$ cat src/rtl/ide_regs_pkg.sv
package ide_regs_pkg;
  localparam int DATA_W   = 32;
  localparam int ADDR_W   = 12;
  localparam int IDX_LSB  = 4;
  localparam int IDX_W    = ADDR_W - IDX_LSB;
  localparam int NBYTES   = DATA_W / 8;

  localparam logic [IDX_W-1:0] IDX_DATA   = 8'h00;
  localparam logic [IDX_W-1:0] IDX_TIMING = 8'h20;
  localparam logic [IDX_W-1:0] IDX_STATUS = 8'h30;

  // Bit positions inside the status register (register byte order)
  localparam int ST_DMA_BIT  = DATA_W - 1;
  localparam int ST_DISK_BIT = DATA_W - 2;

  function automatic logic [DATA_W-1:0] byte_rev(input logic [DATA_W-1:0] d);
    logic [DATA_W-1:0] r;
    for (int b = 0; b < NBYTES; b++) begin
      r[b*8 +: 8] = d[(NBYTES-1-b)*8 +: 8];
    end
    return r;
  endfunction
endpackage

$ cat src/rtl/ide_addr_decode.sv
module ide_addr_decode
  import ide_regs_pkg::*;
(
  input  logic              req_valid,
  input  logic              req_write,
  input  logic [ADDR_W-1:0] req_addr,
  output logic              sel_data,
  output logic              sel_timing,
  output logic              sel_status,
  output logic              rd_any,
  output logic              wr_any
);
  logic [IDX_W-1:0] idx;

  always_comb begin
    idx        = req_addr[IDX_LSB +: IDX_W];
    sel_data   = (idx == IDX_DATA);
    sel_timing = (idx == IDX_TIMING);
    sel_status = (idx == IDX_STATUS);
    rd_any     = req_valid && !req_write;
    wr_any     = req_valid &&  req_write;
  end
endmodule

$ cat src/rtl/ide_irq_status.sv
module ide_irq_status (
  input  logic clk,
  input  logic rst,
  input  logic dma_line,
  input  logic clear_req,
  output logic dma_flag
);
  logic dma_prev;
  logic dma_rise;

  assign dma_rise = dma_line && !dma_prev;

  always_ff @(posedge clk) begin
    if (rst) begin
      dma_prev <= 1'b0;
      dma_flag <= 1'b0;
    end else begin
      dma_prev <= dma_line;
      if (dma_rise)
        dma_flag <= 1'b1;          // set has priority over clear
      else if (clear_req)
        dma_flag <= 1'b0;
    end
  end
endmodule

$ cat src/rtl/ide_host_regs.sv
module ide_host_regs
  import ide_regs_pkg::*;
(
  input  logic              clk,
  input  logic              rst,
  input  logic              req_valid,
  input  logic              req_write,
  input  logic [11:0]       req_addr,
  input  logic [31:0]       req_wdata,
  output logic              resp_valid,
  output logic [31:0]       resp_rdata,
  output logic              dp_rd,
  output logic              dp_wr,
  output logic [31:0]       dp_wdata,
  input  logic [31:0]       dp_rdata,
  input  logic              dma_irq,
  input  logic              disk_irq,
  output logic              dma_irq_out,
  output logic              disk_irq_out
);
  logic              sel_data, sel_timing, sel_status;
  logic              rd_any, wr_any;
  logic [DATA_W-1:0] wdata_reg;
  logic [DATA_W-1:0] timing_q;
  logic [DATA_W-1:0] status_word;
  logic [DATA_W-1:0] rd_mux;
  logic              dma_flag;
  logic              clear_req;

  ide_addr_decode u_dec (
    .req_valid (req_valid),
    .req_write (req_write),
    .req_addr  (req_addr),
    .sel_data  (sel_data),
    .sel_timing(sel_timing),
    .sel_status(sel_status),
    .rd_any    (rd_any),
    .wr_any    (wr_any)
  );

  assign wdata_reg = byte_rev(req_wdata);
  assign clear_req = wr_any && sel_status && wdata_reg[ST_DMA_BIT];

  ide_irq_status u_irq (
    .clk      (clk),
    .rst      (rst),
    .dma_line (dma_irq),
    .clear_req(clear_req),
    .dma_flag (dma_flag)
  );

  assign dma_irq_out  = dma_irq;
  assign disk_irq_out = disk_irq;

  assign dp_wr    = wr_any && sel_data;
  assign dp_rd    = rd_any && sel_data;
  assign dp_wdata = wdata_reg;

  always_comb begin
    status_word              = '0;
    status_word[ST_DMA_BIT]  = dma_flag;
    status_word[ST_DISK_BIT] = disk_irq;
  end

  always_comb begin
    if (sel_data)        rd_mux = dp_rdata;
    else if (sel_timing) rd_mux = timing_q;
    else if (sel_status) rd_mux = status_word;
    else                 rd_mux = '1;
  end

  always_ff @(posedge clk) begin
    if (rst) begin
      timing_q   <= '0;
      resp_valid <= 1'b0;
      resp_rdata <= '0;
    end else begin
      if (wr_any && sel_timing)
        timing_q <= wdata_reg;
      resp_valid <= rd_any;
      if (rd_any)
        resp_rdata <= byte_rev(rd_mux);
    end
  end
endmodule

$ cat config.mk
export PLATFORM = sky130hd
export DESIGN_NAME = ide_host_regs
export DESIGN_NICKNAME = d
export VERILOG_FILES = /design/src/rtl/ide_regs_pkg.sv /design/src/rtl/ide_addr_decode.sv /design/src/rtl/ide_irq_status.sv /design/src/rtl/ide_host_regs.sv
export SDC_FILE = /design/constraint.sdc
export NUM_CORES = 1
export LEC_CHECK = 0
export ABC_AREA = 1
export BUFFER_PORTS_ARGS = -buffer_cell sky130_fd_sc_hd__buf_4
export CAP_MARGIN = 10
export CORE_ASPECT_RATIO = 2
export CORE_MARGIN = 10
export CORE_UTILIZATION = 38
export DETAILED_ROUTE_END_ITERATION = 10
export MAX_ROUTING_LAYER = met4
export PLACE_DENSITY = 0.67
export SLEW_MARGIN = 20
export SYNTH_ARGS = -nofsm -noshare
export SYNTH_HDL_FRONTEND = slang
export SYNTH_SLANG_ARGS = --single-unit
$ cat constraint.sdc
create_clock -name clk -period 2.8 [get_ports clk]
set_clock_uncertainty 0.1 [all_clocks]
set_input_delay 0.42 -clock clk [delete_from_list [all_inputs] [get_ports clk]]
set_output_delay 0.42 -clock clk [all_outputs]
set_load 0.01 [all_outputs]
==> results.toml, run 1 <==
[setup_path]
r2r_slack_ns = 1.94
worst_setup_path_end_kind = "output pin"
required_ns = 2.28
cp_max_fo = 10
cpMostUsedCell = "buf_4"
path_class = "primary input to output pin"
path_cells = "buf_4 -> nor2_2 -> nand2_4 -> nor2_8 -> nand2_2 -> inv_2 -> buf_4"
crit_path_end = "dp_rd"
critical_path.startpoint_type = "primary input"
cp.arrival_ns = 1.32
startpoint = "req_addr[5]"
reg2regPathDepth = 5
slowest_delay_ns = 0.17
reg2reg_to = "resp_rdata[7]$_SDFFE_PP0N_"
r2r_start = "resp_rdata[7]$_SDFFE_PP0N_"
slowest_stage = "nand2_2"

[cells_and_area]
final_util_pct = 51.6
fillerInstances = 921
antenna_cells = 0
nets = 677
area_delta_synth_final_pct = 32.1
final_layout_size_suffix_gt1_share_pct = 33.2
fin_area_um2 = 4470

[sta]
final_hold_viol_count = 0
setup_viol = 0
finalCriticalPeriod_ns = 1.84
slew_headroom_pct = 49.2
slew_viol_final = 0
tns_ns = 0
fin_crit_sh_pct = 65.6
fin_hold_ws_ns = 0.211
worstMarginPinSlew_ns = 0.760
rsz0062_at_grt = "no"
max_freq_mhz = 544

[logic_synthesis]
syn_avg_cell_area_um2 = 6.87
ys_seq_elements = 67
synth_common_cells = "187 x nor2_1, 67 x dfxtp_1, 55 x o21ai_1"
synth.top_cell.area_share_pct = 39.7
synthFlopType = "dfxtp_1"
postSynthCellCount = 492
yosys-top-cells-area = "dfxtp_1 40%, nor2_1 21%, buf_4 8.4%"
yosysWarnings = 0
synth.distinct_cells = 22
synth_edf_count = 0
yosysMostFrequentCell = "nor2_1"
netlist_area_um2 = 3380
synthesis.nets = 574
yosysSeqAreaShare_pct = 39.7
yosys.area.top_type = "dfxtp_1"
synthArstFlopShare_pct = 0

[placement]
dpl_cell_area_um2 = 4190
place.gp.congestion = 0.779
detailedPlacementHpwl_um = 7660
portBuffers = 146

[floorplan]
core-area_um2 = 8650
start_util_pct = 39.1
die_y_um = 153
ioPinCount = 151
rows = 48
die-area_um2 = 13300
die_x_um = 86.7

[global_routing]
antenna_found_initial = 0
grt_pass1_vias = 3263
overflow = 0
grt_max_degree = 35
grt_usage_pct = 15.4
grt_pass1_wl_um = 16000

[cts]
clock_latency_ns = 0.33
cts_tree = "built"
cts_resized = 0
path_clk_slew_ns = 0.05
cts_htree_levels = 3
clock_tree.buffer_depth = 2
hold_buffers = 0
cts.sinks = 67
root_buffer = "clkbuf_16"
cts_setup_buffers = 0
cts_buffers = 9

[hold_path]
hp-class = "primary input to register"
hold_depth = 3

[drt]
met3_length_um = 573
routed-wl-met2_um = 5540
drt_iter0_drc = 113
drt_wl_total_um = 9980
wl_met1_um = 3630
wl_per_cell_um = 14.3
drc = 0
routed.top_layer = "met4"
drtPass1Iterations = 4
via_count = 3164
ant_nets = 0
vias_per_cell = 4.52

[pwr]
p_leak_nw = 2.06
p_per_area_nw_per_um2 = 533
ir_worst_vdd_uv = 368

[status]
status = "completed"

[job]
maxCapViolCount = 0
[through the flow]
step                      instances  total power (W)  worst slack [ns]
after floorplan                 492          0.00119              1.09
after global placement          684          0.00136             0.725
after detailed placement        684          0.00137             0.737
after CTS                       700          0.00240             0.936
after global routing            700          0.00248             0.870
final                           700          0.00238             0.963
[metal layers]
metal	vias to the layer above	GRT usage (%)
met5	-	-
met4	0	6.59
met3	13	4.74
met2	89	27.1
met1	1388	14.8
li1	1674	-
[worst max-delay path: cells and delay by family]
family	cells	cell delay (ns)
buffers and inverters	3	0.32
and+or+nand+nor	4	0.57
[report_power, final]
group          internal, W  leakage (nW)  switching (W)  total (W)
sequential        0.000990         0.548      0.0000180    0.00101
combinational     0.000177          1.38       0.000161   0.000339
clock             0.000645         0.137       0.000387    0.00103
total              0.00181          2.06       0.000566    0.00238
[sequential cells by signal (all words and copies together) (netlist names)]
name            cells
resp_rdata         32
resp_valid          1
timing_q           32
u_irq.dma_flag      1
u_irq.dma_prev      1
[how the worst min path moves through the flow]
stage                              startpoint                          end  slack (ns)
detailed placement  u_irq.dma_prev$_SDFF_PP0_  u_irq.dma_flag$_SDFFE_PP0P_        0.33
CTS                               dp_rdata[2]  resp_rdata[26]$_SDFFE_PP0N_        0.21
finish                           dp_rdata[29]   resp_rdata[5]$_SDFFE_PP0N_        0.21
global placement    u_irq.dma_prev$_SDFF_PP0_  u_irq.dma_flag$_SDFFE_PP0P_        0.32
floorplan           u_irq.dma_prev$_SDFF_PP0_  u_irq.dma_flag$_SDFFE_PP0P_        0.31
global route                     dp_rdata[17]   resp_rdata[9]$_SDFFE_PP0N_        0.22
[cell usage in the layout, fill, tap and decap left out]
master / instances
nand2_2: 6
o21a_1: 2
buf_4: 150
nand2_4: 1
a21oi_1: 3
clkbuf_1: 3
clkbuf_16: 9
nor2_8: 1
nand2_1: 25
o21ai_0: 6
nor2_2: 21
nor2_4: 4
nor3_1: 3
clkinv_1: 1
inv_1: 43
o21ai_1: 55
dfxtp_1: 67
nor2_1: 187
clkinv_2: 2
nand3_1: 5
clkbuf_8: 2
inv_2: 3
o22ai_1: 1
[cell families (layout without fill, tap and decap cells)]
logic type | after synthesis | in the layout | synth area share (%)
simple gates | 253 | 253 | 32.0
buf+inv | 105 | 213 | 18.2
compound gates | 67 | 67 | 10.1
flops | 67 | 67 | 39.7
[layout make-up]
class                           instances  area [µm²]  share of cell area [%]
Multi-Input combinational cell        320        1420                    31.9
Sequential cell                        67        1340                    30.0
Timing Repair Buffer                  150        1130                    25.2
Clock buffer                           14         264                    5.91
Inverter                               47         176                    3.95
Tap cell                              100         125                    2.80
Clock inverter                          2        10.0                   0.224
Note: power is estimated with default switching activity, not from simulation.
==> run 2, diff against run 1 <==
- PLACE_DENSITY: 0.67 -> 0.69
- clock period: 2.8 -> 1.5 ns (I/O delays scaled with it)
==> results.toml, run 2 (same netlist as run 1, synthesis figures left out) <==
[floorplan]
die_x_um = 86.7
rows = 48
die_y_um = 153
start_util_pct = 39.1
core-area_um2 = 8650
ioPinCount = 151
die-area_um2 = 13300

[sta]
fin_hold_ws_ns = 0.0223
slew_viol_final = 0
setup_viol = 0
rsz0062_at_grt = "no"
final_hold_viol_count = 0
worstMarginPinSlew_ns = 0.366
finalCriticalPeriod_ns = 1.43
max_freq_mhz = 699
fin_crit_sh_pct = 95.4
slew_headroom_pct = 75.6

[setup_path]
slowest_delay_ns = 0.16
path_class = "primary input to output pin"
reg2reg_to = "resp_rdata[6]$_SDFFE_PP0N_"
cp_max_fo = 23
cpLargestDelayFamily = "buffers and inverters"
path_buf_inv = 4
r2r_slack_ns = 0.64
cpMostUsedCell = "buf_4"
cp.arrival_ns = 1.11
required_ns = 1.17
cp.depth = 8
path_cells = "buf_4 -> nor2_2 -> nand2_4 -> nor2_8 -> nand2_2 -> buf_12 -> inv_2 -> buf_4"
r2r_start = "resp_rdata[6]$_SDFFE_PP0N_"
slowest_stage = "buf_12"
reg2regPathDepth = 5
worst_setup_path_end_kind = "output pin"
critical_path.startpoint_type = "primary input"

[cells_and_area]
final_layout_size_suffix_gt1_share_pct = 34.8
area_delta_synth_final_pct = 38.8
nets = 690
final_common_cell = "nor2_1"
final_cell_mix = "187 x nor2_1, 156 x buf_4, 67 x dfxtp_1"
fin_area_um2 = 4690
antenna_cells = 0
final_util_pct = 54.2
reg_top3 = "resp_rdata: 32 flops, timing_q: 32 flops"

[hold_path]
min_from = "dp_rdata[5]"
hold_depth = 3
worst_hold_path.endpoint = "resp_rdata[29]$_SDFFE_PP0N_"
hp-class = "primary input to register"

[cts]
root_buffer = "clkbuf_16"
clock_tree.buffer_depth = 2
cts_tree = "built"
path_clk_slew_ns = 0.05
clock_latency_ns = 0.32
cts_buffers = 9
cts.sinks = 67
hold_buffers = 0
cts_htree_levels = 3

[drt]
drtPass1Iterations = 4
drt_iter0_drc = 109
vias_per_cell = 4.48
ant_nets = 0
drc = 0
drt_wl_total_um = 10100
via_count = 3188
wl_per_cell_um = 14.1

[global_routing]
grt_usage_pct = 15.5
antenna_found_initial = 0
overflow = 0
grt_pass1_wl_um = 16000
grt_pass1_vias = 3247
grt_max_degree = 34

[placement]
detailedPlacementHpwl_um = 7840
place.gp.congestion = 0.790
dpl_cell_area_um2 = 4360
portBuffers = 146

[pwr]
p_leak_nw = 2.18
power_w = 0.00471
ir_worst_vdd_uv = 528
p_per_area_nw_per_um2 = 1000

[status]
status = "completed"

[job]
maxCapViolCount = 0
run 2: changes by cell type in the layout (fill, tap and decap cells not counted):
cell       delta
clkinv_2      -2
buf_4         +6
buf_12        +7
clkbuf_8      +2
clkbuf_1      -2
bufinv_16     +1
run 2: layout make-up:
| type | instances | area [µm²] |
|---|---|---|
| fillers | 891 | 3960 |
| multi-input cells | 320 | 1420 |
| flip-flops and latches | 67 | 1340 |
| repair buffers | 163 | 1310 |
| clock buffers | 14 | 284 |
| inverters | 47 | 176 |
| well taps | 100 | 125 |
| clock inverters | 1 | 30.0 |
run 2: per-layer routing:
metal / wire [µm] / track usage, % / up-vias
li1: - / - / 1692
met1: 3720 / 14.8 / 1389
met2: 5560 / 27.8 / 90
met5: 0 / - / -
met3: 514 / 4.26 / 17
met4: 264 / 6.36 / 0
run 2: worst register-to-register path, stage by stage (launching register included):
cell	delay (ns)
dfxtp_1	0.31
o21a_1	0.18
nand2_1	0.06
inv_1	0.03
nand2_1	0.04
inv_1	0.04
run 2: through the flow:
step | setup WS [ns] | std cells | setup TNS, ns
CTS | 0.0240 | 710 | 0
floorplan | 0.179 | 492 | 0
global route | 0.0106 | 712 | 0
detailed placement | -0.0416 | 695 | -0.0686
global placement | -0.0170 | 695 | -0.0170
finish | 0.0688 | 712 | 0
run 2: where the power goes:
part / internal [W] / total [W] / switching, W / leakage, nW
clock network: 0.00146 / 0.00219 / 0.000726 / 0.155
registers: 0.00185 / 0.00188 / 0.0000323 / 0.548
logic: 0.000341 / 0.000645 / 0.000303 / 1.48
run 2: worst max-delay path by stage:
stage | start | end | slack, ns
finish | req_addr[7] | dp_rd | 0.07
global route | req_addr[8] | dp_rd | 0.01
CTS | req_addr[7] | dp_rd | 0.02
detailed placement | req_addr[7] | timing_q[1]$_SDFFE_PP0P_ | -0.04
global placement | req_addr[7] | timing_q[1]$_SDFFE_PP0P_ | -0.02
floorplan | req_addr[5] | dp_rd | 0.18
run 2: repair_timing:
action | 4_1_cts | 5_1_grt
endpoints found under the setup margin | 0 | 1
hold endpoints to repair | 0 | 0
resized for setup | 0 | 0
buffers inserted | 0 | 2
